**src/rtl/uart_tx_pkg.sv**
```systemverilog
package uart_tx_pkg;
    typedef enum logic [2:0] {
        TX_IDLE,
        TX_START,
        TX_DATA,
        TX_PARITY,
        TX_STOP,
        TX_BREAK
    } tx_state_e;
endpackage

```
**src/rtl/uart_tx_hold.sv**
```systemverilog
module uart_tx_hold #(
    parameter int DW = 8
) (
    input  logic          clk,
    input  logic          rst_n,
    input  logic          wr_valid,
    input  logic [DW-1:0] wr_data,
    input  logic          pop,
    output logic          full,
    output logic [DW-1:0] data_q
);
    always_ff @(posedge clk or negedge rst_n) begin
        if (!rst_n) begin
            full   <= 1'b0;
            data_q <= '0;
        end else if (pop) begin
            full <= 1'b0;
        end else if (wr_valid && !full) begin
            full   <= 1'b1;
            data_q <= wr_data;
        end
    end
endmodule

```
**src/rtl/uart_tx_tick.sv**
```systemverilog
module uart_tx_tick #(
    parameter int OSR = 16
) (
    input  logic clk,
    input  logic rst_n,
    input  logic clr,
    input  logic tick,
    output logic bit_end
);
    localparam int CW = $clog2(OSR);
    localparam logic [CW-1:0] LAST = CW'(OSR - 1);

    logic [CW-1:0] cnt_q;

    always_ff @(posedge clk or negedge rst_n) begin
        if (!rst_n)          cnt_q <= '0;
        else if (clr)        cnt_q <= '0;
        else if (tick)       cnt_q <= (cnt_q == LAST) ? '0 : cnt_q + 1'b1;
    end

    assign bit_end = tick && (cnt_q == LAST);
endmodule

```
**src/rtl/uart_tx_parity.sv**
```systemverilog
module uart_tx_parity #(
    parameter int DW = 8,
    parameter int BW = 3
) (
    input  logic [DW-1:0] data,
    input  logic [BW-1:0] last_idx,
    input  logic          even_sel,
    input  logic          stick,
    output logic          par_bit
);
    logic [DW-1:0] masked;

    for (genvar i = 0; i < DW; i++) begin : g_mask
        assign masked[i] = data[i] && (BW'(i) <= last_idx);
    end

    always_comb begin
        if (stick)         par_bit = !even_sel;
        else if (even_sel) par_bit = ^masked;
        else               par_bit = ~^masked;
    end
endmodule

```
**src/rtl/uart_frame_tx.sv**
```systemverilog
module uart_frame_tx
    import uart_tx_pkg::*;
#(
    parameter int DW  = 8,
    parameter int OSR = 16
) (
    input  logic          clk,
    input  logic          rst_n,
    input  logic          tick16,
    input  logic          en_uart,
    input  logic          en_tx,
    input  logic          wr_valid,
    input  logic [DW-1:0] wr_data,
    output logic          full,
    input  logic [1:0]    wlen,
    input  logic          par_en,
    input  logic          even_sel,
    input  logic          stick_par,
    input  logic          two_stop,
    input  logic          brk,
    input  logic          cts_fc_en,
    input  logic          cts_n,
    output logic          txd,
    output logic          busy
);
    localparam int BW   = $clog2(DW);
    localparam int MINB = DW - 3;

    tx_state_e     state_q, state_d;
    logic [DW-1:0] shreg_q, hold_q;
    logic [BW-1:0] bit_q, last_q, last_d;
    logic          pen_q, par_q, two_q, stop2_q;
    logic          load, bit_end, par_d;

    assign last_d = BW'(MINB - 1) + BW'(wlen);
    assign load   = (state_q == TX_IDLE) && !brk && full && en_uart && en_tx
                    && (!cts_fc_en || !cts_n);

    uart_tx_hold #(.DW(DW)) u_hold (
        .clk(clk), .rst_n(rst_n), .wr_valid(wr_valid), .wr_data(wr_data),
        .pop(load), .full(full), .data_q(hold_q)
    );

    uart_tx_tick #(.OSR(OSR)) u_tick (
        .clk(clk), .rst_n(rst_n), .clr(load), .tick(tick16), .bit_end(bit_end)
    );

    uart_tx_parity #(.DW(DW), .BW(BW)) u_par (
        .data(hold_q), .last_idx(last_d), .even_sel(even_sel),
        .stick(stick_par), .par_bit(par_d)
    );

    always_comb begin
        state_d = state_q;
        unique case (state_q)
            TX_IDLE:   if (brk) state_d = TX_BREAK;
                       else if (load) state_d = TX_START;
            TX_START:  if (bit_end) state_d = TX_DATA;
            TX_DATA:   if (bit_end && bit_q == last_q)
                           state_d = pen_q ? TX_PARITY : TX_STOP;
            TX_PARITY: if (bit_end) state_d = TX_STOP;
            TX_STOP:   if (bit_end && (!two_q || stop2_q)) state_d = TX_IDLE;
            TX_BREAK:  if (!brk) state_d = TX_IDLE;
            default:   state_d = TX_IDLE;
        endcase
    end

    always_ff @(posedge clk or negedge rst_n) begin
        if (!rst_n) begin
            state_q <= TX_IDLE;
            shreg_q <= '0;
            bit_q   <= '0;
            last_q  <= '0;
            pen_q   <= 1'b0;
            par_q   <= 1'b0;
            two_q   <= 1'b0;
            stop2_q <= 1'b0;
        end else begin
            state_q <= state_d;
            if (load) begin
                shreg_q <= hold_q;
                bit_q   <= '0;
                last_q  <= last_d;
                pen_q   <= par_en;
                par_q   <= par_d;
                two_q   <= two_stop;
                stop2_q <= 1'b0;
            end else if (bit_end && state_q == TX_DATA) begin
                shreg_q <= shreg_q >> 1;
                bit_q   <= bit_q + 1'b1;
            end else if (bit_end && state_q == TX_STOP) begin
                stop2_q <= 1'b1;
            end
        end
    end

    always_comb begin
        busy = full;
        unique case (state_q)
            TX_IDLE:   txd = 1'b1;
            TX_START:  begin txd = 1'b0;       busy = 1'b1; end
            TX_DATA:   begin txd = shreg_q[0]; busy = 1'b1; end
            TX_PARITY: begin txd = par_q;      busy = 1'b1; end
            TX_STOP:   begin txd = 1'b1;       busy = 1'b1; end
            TX_BREAK:  txd = 1'b0;
            default:   txd = 1'b1;
        endcase
    end
endmodule

```
**config.mk**
```make
export PLATFORM = sky130hd
export DESIGN_NAME = uart_frame_tx
export DESIGN_NICKNAME = d
export VERILOG_FILES = /design/src/rtl/uart_tx_pkg.sv /design/src/rtl/uart_tx_hold.sv /design/src/rtl/uart_tx_tick.sv /design/src/rtl/uart_tx_parity.sv /design/src/rtl/uart_frame_tx.sv
export SDC_FILE = /design/constraint.sdc
export NUM_CORES = 1
export LEC_CHECK = 0
export BUFFER_PORTS_ARGS = -buffer_cell sky130_fd_sc_hd__buf_2
export CAP_MARGIN = 10
export CORE_MARGIN = 10
export CORE_UTILIZATION = 45
export DETAILED_ROUTE_END_ITERATION = 7
export PLACE_DENSITY = 0.68
export SLEW_MARGIN = 20
export SYNTH_ARGS = -nofsm -noshare
export SYNTH_HDL_FRONTEND = slang
export SYNTH_SLANG_ARGS = --single-unit
```
**constraint.sdc**
```tcl
create_clock -name clk -period 2.13 [get_ports clk]
set_clock_uncertainty 0.15 [all_clocks]
set_input_delay 0.426 -clock clk [delete_from_list [all_inputs] [get_ports clk]]
set_output_delay 0.426 -clock clk [all_outputs]
set_load 0.01 [all_outputs]
```
==> key figures, run 1 <==
Detailed routing
  • Drt drc: 0
  • DR pass1 iterations: 4
  • Vias per inst: 5.48
  • DR WL/cell: around 15 um
  • DRT iter0 DRCs: 83
  • Final wirelength: about 3.6 mm
  • Detail Route Antenna Nets: 0
  • Vias post-DR: 1,332

Synth
  • Post-synth EDFFs: 0
  • Synth cell count leaders: dfrtp_1 (34), nand2_1 (17), mux2_2 (11)
  • Yosys top cell area share: 48.7%
  • Leading post-synthesis cells by cell area: dfrtp_1 (49%), mux2_2 (7.1%), nand2_1 (3.7%), xor2_1 (3.0%), o21ai_0 (2.3%)
  • Post-Syn Instances: around 160
  • Leading area contributor after synthesis: dfrtp_1
  • Synth Warn #: 0
  • Sequential share of the synthesized area: around half
  • Count leader, synth: dfrtp_1
  • Post-synth ARST share: between 90% and 100%
  • Yosys cell types: 48
  • Main synth FF type: dfrtp_1
  • Post-Syn Area per Cell: 11.0 um2
  • Cell Area, Synth: approximately 1700 um2
  • #FFs+latches synth: 34
  • Post-Syn Nets: 183

Clock network
  • CTS root buf: clkbuf_8
  • Clock sink total: 34
  • CTS Buf Count: 5
  • CTS tree: done
  • Clock latency on the worst-skew pair: approximately 290 ps
  • Clock transition at the registers of the reported paths: 70 ps
  • Clock tree buffer depth: 2
  • Hold Buf Count CTS: 0
  • H-tree depth: 2

Setup path
  • CP Class: reg -> reg
  • Crit Path Max Fanout: 28
  • Critical path data required time: 2160 ps
  • Startpoint types: flip-flop
  • CP arrival: between 2000 and 2500 ps
  • Critical Path End Type: flip-flop

Timing
  • Fin crit share: a little over nine tenths
  • Worst slew pin tran: 725 ps
  • Unrepaired setup endpoints after global routing: yes
  • Setup violators final: 0
  • Fin Hold WS: around 40 ps
  • Post-route setup slack: roughly 53 ps
  • Fin. Hold Viols: 0
  • Max frequency: 481 MHz
  • Relative slew slack: between 50% and 60%
  • Final slew viol count: 0
  • Tmin final: approximately 2100 ps

Global route
  • Largest net degree at the start of global routing: 35
  • Total gr overflow: 0
  • Initial antenna violation count: 0
  • Wire length of the first global-routing pass: 5.76 mm
  • Number of global-route vias before repair: roughly 1,300
  • Tot GR Track Use: between 10 and 15%

Power and ir drop
  • Sw frac: between 30% and 40%
  • P_sw: around 0.9 mW
  • Pwr/cell area: 1250 nW/um2
  • Max VDD drop: around 670 uV
  • Clock share of power: 19.0%
  • Internal power: 1.67 mW
  • Lkg Pwr: 0.944 nW
  • Comb pwr share: around 36%
  • Part of the power in registers: ~45%

Die
  • Initial Util: a little under half
  • Cell Rows: 22
  • Core Region: around 3700 um2
  • Die Width: 82.3 um
  • IO Pins: 26
  • DIE AREA: 6770 um2
  • DIE HEIGHT: ~82 um

Placement
  • Gp weighted congestion: slightly below 0.8
  • Buffers added on ports: 25
  • Placed Cells: approximately 230
  • Final HPWL DP: roughly 2.6 mm
  • Dpl ws: -1.50 ps

Final layout
  • Final #Nets: about 220
  • Share of layout cells above drive strength 1: 34.4%
  • Area Growth Syn to Fin: 18.2%
  • Non-Filler Instances: 243
  • Inserted Diodes: 0
  • FILL cells: ~340

Flow run
  • Max_cap viols: 0

Run status
  • Status: finished clean

Worst hold path
  • Min-delay worst type: in -> async
## power by group through the flow
stage                     clock, mW  combinational (mW)  sequential, mW
after floorplan                   0               0.728            1.08
after global placement            0               0.855            1.14
after detailed placement          0               0.884            1.16
after CTS                     0.509               0.932            1.15
after global routing          0.535                1.03            1.19
final                         0.489               0.934            1.15
## metrics by stage
step | setup TNS, ps | cell area (um2) | total power [mW] | util (%)
after floorplan | 0 | 1750 | 1.81 | -
after global placement | 0 | 1930 | 1.99 | 52.0
after detailed placement | -1.50 | 1930 | 2.04 | 52.0
after CTS | 0 | 2040 | 2.59 | 54.8
after global routing | -27.5 | 2060 | 2.76 | 55.5
final | 0 | 2060 | 2.57 | 55.5
## layer usage
metal	vias to the layer above	share of wire [%]	track usage [%]
met1	657	39	12.1
met4	0	0.73	3.57
met5	-	0	0
met2	38	52	19.2
met3	2	7.3	4.64
li1	635	-	-
## logic make-up (layout without fill, tap and decap cells)
logic type      Yosys count  in the layout  share of synthesized area [%]
mux                      15             15                           9.68
xor+xnor                 10             10                           5.81
buf+inv                  13             50                           5.30
fa+ha+maj                 2              2                           1.43
flops                    34             34                           48.7
simple gates             47             47                           13.7
compound gates           37             37                           15.3
## state kept, by name, indices dropped and copies added, names as in the netlist
register       count
shreg_q            8
u_hold.full        1
stop2_q            1
state_q            3
par_q              1
two_q              1
u_hold.data_q      8
last_q             3
u_tick.cnt_q       4
bit_q              3
pen_q              1
## worst max-delay path: stages, from the launching register on
cell and delay, ps:
dfrtp_1 380, buf_4 130, or4_4 530, a211oi_4 220
buf_12 210, mux2_2 340
## final cells by class
type / count / area [um2] / share of cell area [%]
Clock buffer: 7 / 86.3 / 4.18
Clock inverter: 1 / 5.00 / 0.243
Inverter: 6 / 22.5 / 1.09
Multi-Input combinational cell: 111 / 818 / 39.7
Sequential cell: 34 / 851 / 41.2
Tap cell: 48 / 60.1 / 2.91
Timing Repair Buffer: 36 / 220 / 10.7
## repair_timing
item	in CTS	in global routing
setup endpoints to repair	2	2
resized for setup	3	2
hold endpoints to repair	0	0
buffers inserted	0	3
pin swaps	0	1
## final timing paths
check,start,to,slack (ps),cells after the start
max in group asynchronous,rst_n,par_q,1320,1
worst max register to register,state_q[1],two_q,50,5
worst min-delay path,rst_n,pen_q,40,1
min in group clk,par_en,pen_q,200,3
worst max-delay path,state_q[1],two_q,50,5
worst min register to register,shreg_q[3],shreg_q[3],330,2
## layout by cell type, fill, tap and decap left out, types with 3 or more instances in the layout
| cell | count |
|---|---|
| o21ai_0 | 8 |
| clkbuf_8 | 6 |
| buf_2 | 25 |
| nand3_1 | 4 |
| nor2_1 | 9 |
| buf_4 | 10 |
| mux2_2 | 11 |
| inv_1 | 6 |
| nand2_1 | 17 |
| mux2i_1 | 3 |
| xor2_1 | 6 |
| a22oi_1 | 5 |
| dfrtp_1 | 34 |
| a21oi_1 | 7 |
Power figures use the tool's default switching activity.
==> inputs of run 2 (changes only) <==
Settings changed: MAX_ROUTING_LAYER set to met4.
==> run 2 against run 1 <==
Clock-buffer cell count stayed put. Total power hardly changed. Register-to-register slack hardly changed. Global-route usage is 0.33 points higher. Combinational power hardly changed. Worst hold slack hardly changed. Critical path depth stayed put. Largest cell class unchanged.
==> key figures, run 2 (same netlist as run 1, synthesis figures left out) <==
Setup path
  • CP Class: reg -> reg
  • Worst path max stage delay: 530 ps
  • Reg2reg end: two_q
  • Critical Path End Type: flip-flop
  • Crit Path Max Fanout: 28
  • R2r setup slk: around 47 ps
  • Critical Path Start: state_q[1]
  • Critical Path End: two_q
  • R2R cell count: 5
  • Startpoint types: flip-flop
  • Reg2reg start: state_q[1]
  • CP arrival: 2110 ps
  • CP max stage cell: or4_4
  • Worst-path cell chain: buf_4, or4_4, a211oi_4, buf_12, mux2_2
  • Critical path data required time: 2160 ps

Timing
  • Tmin final: about 2100 ps
  • Fin. Hold Viols: 0
  • Fin crit share: slightly below 100%
  • Setup violators final: 0
  • Max frequency: roughly 480 MHz
  • Worst slew pin tran: 727 ps
  • Final slew viol count: 0
  • Relative slew slack: about half
  • Unrepaired setup endpoints after global routing: yes

Detailed routing
  • Vias post-DR: 1,317
  • Final wirelength: around 3.6 mm
  • DR pass1 iterations: 4
  • Vias per inst: 5.42
  • DR WL/cell: 14.8 um
  • Drt drc: 0
  • DRT iter0 DRCs: around 80
  • Detail Route Antenna Nets: 0

Final layout
  • Area Growth Syn to Fin: 18.2%
  • Share of layout cells above drive strength 1: about a third
  • Top flop regs: shreg_q x8, u_hold.data_q x8, u_tick.cnt_q x4
  • Most frequent cells in the layout: dfrtp_1 (34), buf_2 (25), nand2_1 (17)
  • Most common cell after layout, fill and taps aside: dfrtp_1
  • Fin area: 2060 um2
  • Inserted Diodes: 0
  • Final #Nets: roughly 220

Clock network
  • Hold Buf Count CTS: 0
  • CTS Buf Count: 5
  • Clock transition at the registers of the reported paths: ~70 ps
  • H-tree depth: 2
  • Clock tree buffer depth: 2
  • CTS root buf: clkbuf_8
  • Clock latency on the worst-skew pair: roughly 290 ps
  • Clock sink total: 34
  • CTS tree: done

Die
  • Initial Util: between 40% and 50%
  • Cell Rows: 22
  • Core Region: around 3700 um2
  • Die Width: approximately 82 um
  • IO Pins: 26
  • DIE HEIGHT: 82.3 um
  • DIE AREA: 6770 um2

Global route
  • Tot GR Track Use: a little under an eighth
  • Number of global-route vias before repair: between 1,000 and 1,500
  • Total gr overflow: 0
  • Initial antenna violation count: 0
  • Largest net degree at the start of global routing: 35
  • Wire length of the first global-routing pass: between 5 and 6 mm

Placement
  • Gp weighted congestion: 0.788
  • Buffers added on ports: 25
  • Final HPWL DP: approximately 2.6 mm
  • Post-DP Area: between 1500 and 2000 um2

Power and ir drop
  • Lkg Pwr: between 0.9 and 1 nW
  • Final Power: between 2 and 3 mW
  • Pwr/cell area: 1250 nW/um2
  • Max VDD drop: ~670 uV

Run status
  • Status: finished clean

Flow run
  • Max_cap viols: 0

Worst hold path
  • Min-delay worst type: in -> async
run 2: cell type report:
type / count / area, um2
clock buffer: 7 / 86.3
clock inverter: 1 / 5.00
fill: 343 / 1650
inverter: 6 / 22.5
multi-input combinational: 111 / 818
sequential: 34 / 851
tap: 48 / 60.1
timing repair buffer: 36 / 220
run 2: power by group:
group,internal (mW),switching (mW)
Combinational,0.501,0.434
Clock,0.260,0.228
Sequential,0.910,0.237
run 2: through the flow:
| step | TNS, ps | setup slack, ps | hold slack [ps] | std cells | util (%) |
|---|---|---|---|---|---|
| after floorplan | 0 | 74.9 | -19.6 | 158 | - |
| after global placement | 0 | 40.3 | 318 | 232 | 52.0 |
| after detailed placement | -1.50 | -1.50 | 320 | 232 | 52.0 |
| after CTS | 0 | 17.2 | 76.4 | 240 | 54.8 |
| after global routing | -27.5 | -22.1 | 105 | 243 | 55.5 |
| final | 0 | 46.8 | 38.8 | 243 | 55.5 |
run 2: worst max-delay path: cells and delay by family, from the launching register on:
family | cells | cell delay (ps)
flip-flops | 1 | 380
multiplexers | 1 | 340
buffers and inverters | 2 | 340
AO/OA/AOI/OAI | 1 | 220
AND/OR/NAND/NOR | 1 | 530
run 2: repair_timing:
item / in CTS / in global routing
pin swaps: 0 / 1
resized for setup: 3 / 2
buffers inserted: 0 / 3
endpoints found under the setup margin: 2 / 2
endpoints found under the hold margin: 0 / 0
run 2: worst min-delay path by stage:
stage / from / depth (start not counted) / end
floorplan: rst_n / 0 / bit_q[0]
global placement: shreg_q[5] / 2 / shreg_q[5]
detailed placement: shreg_q[4] / 2 / shreg_q[4]
CTS: rst_n / 1 / u_hold.data_q[0]
global route: rst_n / 1 / state_q[1]
finish: rst_n / 1 / pen_q
run 2: layer usage:
metal | vias up | GRT usage (%) | routed length, um
met5 | - | - | 0
met4 | 0 | 3.57 | 33
met3 | 3 | 4.32 | 220
met2 | 31 | 19.2 | 1860
met1 | 649 | 12.3 | 1480
li1 | 634 | - | -
==> inputs of run 3 (changes only) <==
Settings changed: RECOVER_POWER set to 100.
==> run 3 against run 2 <==
Die area is the same. Non-clock buffer count is the same. Worst hold slack gained 28 ps. Clock power is essentially flat. Utilization shrank 0.13 points. Final area shrank 0.24%. Sequential power is essentially flat. Routed wire length shrank 0.33%. Via count is essentially flat. Sequential share of layout area grew 0.10 points. Largest cell class unchanged.
==> key figures, run 3 (same netlist as run 1, synthesis figures left out) <==
Final layout
  • Share of layout cells above drive strength 1: about a third
  • Inserted Diodes: 0
  • Area Growth Syn to Fin: 17.9%
  • Most frequent cells in the layout: dfrtp_1 (34), buf_2 (23), nand2_1 (17)
  • Non-Filler Instances: around 240
  • Final #Nets: ~220
  • Most common cell after layout, fill and taps aside: dfrtp_1
  • Top flop regs: shreg_q x8, u_hold.data_q x8, u_tick.cnt_q x4

Die
  • Cell Rows: 22
  • DIE AREA: 6770 um2
  • DIE HEIGHT: 82.3 um
  • IO Pins: 26
  • Core Region: around 3700 um2
  • Die Width: just over 80 um
  • Initial Util: about 47%

Timing
  • Post-route setup slack: about 49 ps
  • Fin. Hold Viols: 0
  • Worst slew pin tran: roughly 800 ps
  • Max frequency: about 480 MHz
  • Unrepaired setup endpoints after global routing: yes
  • Tmin final: about 2100 ps
  • Final slew viol count: 0
  • Relative slew slack: between 40% and 50%
  • Setup violators final: 0
  • Fin crit share: a little over nine tenths

Power and ir drop
  • Max VDD drop: ~670 uV
  • Lkg Pwr: roughly 0.94 nW
  • Pwr/cell area: around 1200 nW/um2

Global route
  • Tot GR Track Use: 11.5%
  • Wire length of the first global-routing pass: between 5 and 6 mm
  • Number of global-route vias before repair: approximately 1,300
  • Largest net degree at the start of global routing: 35
  • Initial antenna violation count: 0
  • Total gr overflow: 0

Detailed routing
  • Vias post-DR: around 1,300
  • DR pass1 iterations: 4
  • Final wirelength: 3.58 mm
  • DRT iter0 DRCs: 81
  • DR WL/cell: between 10 and 15 um
  • Vias per inst: 5.42
  • Drt drc: 0
  • Detail Route Antenna Nets: 0

Clock network
  • Clock tree buffer depth: 2
  • H-tree depth: 2
  • CTS tree: done
  • Clock latency on the worst-skew pair: ~290 ps
  • Clock sink total: 34
  • Hold Buf Count CTS: 0
  • CTS root buf: clkbuf_8
  • CTS Buf Count: 5
  • Clock transition at the registers of the reported paths: 70 ps

Setup path
  • CP Class: reg -> reg
  • Critical Path Start: state_q[1]
  • Worst-path cell chain: buf_4, or4_4, a211oi_4, buf_12, mux2_2
  • Worst path max stage delay: approximately 530 ps
  • WP depth: 5
  • R2R cell count: 5
  • Startpoint types: flip-flop
  • Crit Path Max Fanout: 28
  • CP bufs+invs: 2
  • Critical Path End Type: flip-flop
  • Reg2reg start: state_q[1]
  • CP arrival: roughly 2100 ps
  • Critical path data required time: 2160 ps
  • CP max stage cell: or4_4
  • CP top delay family: simple AND/OR/NAND/NOR gates

Run status
  • Status: finished clean

Placement
  • Dpl ws: -1.50 ps
  • Gp weighted congestion: between 0.7 and 0.8
  • Placed Cells: about 230
  • Final HPWL DP: ~2.6 mm
  • Buffers added on ports: 25

Flow run
  • Max_cap viols: 0

Worst hold path
  • Min-delay worst type: in -> async
[run 3: changes by cell type in the layout (fill, tap and decap cells not counted)]
cell,change
buf_2,-2
clkbuf_1,+2
buf_4,-1
clkbuf_2,+1
[run 3: repair_timing]
item                       CTS  global route
setup endpoints to repair    2             2
setup buffers                0             3
gates resized for setup      3             2
pin swaps                    0             1
[run 3: per-stage QoR]
| stage | total power, mW | TNS (ps) | hold WS [ps] | util (%) | cell area [um2] |
|---|---|---|---|---|---|
| 3_3_place_gp | 1.99 | 0 | 318 | 52.0 | 1930 |
| 2_1_floorplan | 1.81 | 0 | -19.6 | - | 1750 |
| 4_1_cts | 2.59 | 0 | 76.4 | 54.8 | 2040 |
| 3_5_place_dp | 2.04 | -1.50 | 320 | 52.0 | 1930 |
| 6_report | 2.57 | 0 | 67.0 | 55.4 | 2060 |
| 5_1_grt | 2.76 | -27.5 | 141 | 55.4 | 2060 |
[run 3: metal layers]
metal	track usage, %	vias to the layer above	wire length [um]
li1	-	634	-
met1	12.3	647	1460
met2	19.2	34	1870
met3	4.32	3	220
met4	3.57	0	33
met5	-	-	0
[run 3: final cells by class]
| type | count | area (um2) |
|---|---|---|
| Timing Repair Buffer | 36 | 215 |
| Tap cell | 48 | 60.1 |
| Fill cell | 344 | 1660 |
| Sequential cell | 34 | 851 |
| Inverter | 6 | 22.5 |
| Clock inverter | 1 | 5.00 |
| Clock buffer | 7 | 86.3 |
| Multi-Input combinational cell | 111 | 818 |
[run 3: path summary, 6_finish.rpt]
kind,end,slack [ps]
setup / recovery,two_q,50
max in group asynchronous,par_q,1240
hold / removal,pen_q,70
hold reg to reg,shreg_q[3],330
min in group clk,pen_q,200
setup reg to reg,two_q,50
[run 3: worst register-to-register path, delay by kind of cell, from the launching register on]
| kind | cells | cell delay (ps) |
|---|---|---|
| AO/OA/AOI/OAI | 1 | 220 |
| buffers and inverters | 2 | 350 |
| flip-flops | 1 | 380 |
| multiplexers | 1 | 350 |
| AND/OR/NAND/NOR | 1 | 530 |
[run 3: power breakdown]
part / total [mW] / internal [mW] / switching (mW)
sequential: 1.15 / 0.910 / 0.237
combinational: 0.931 / 0.499 / 0.431
clock: 0.488 / 0.260 / 0.228
total: 2.57 / 1.67 / 0.897
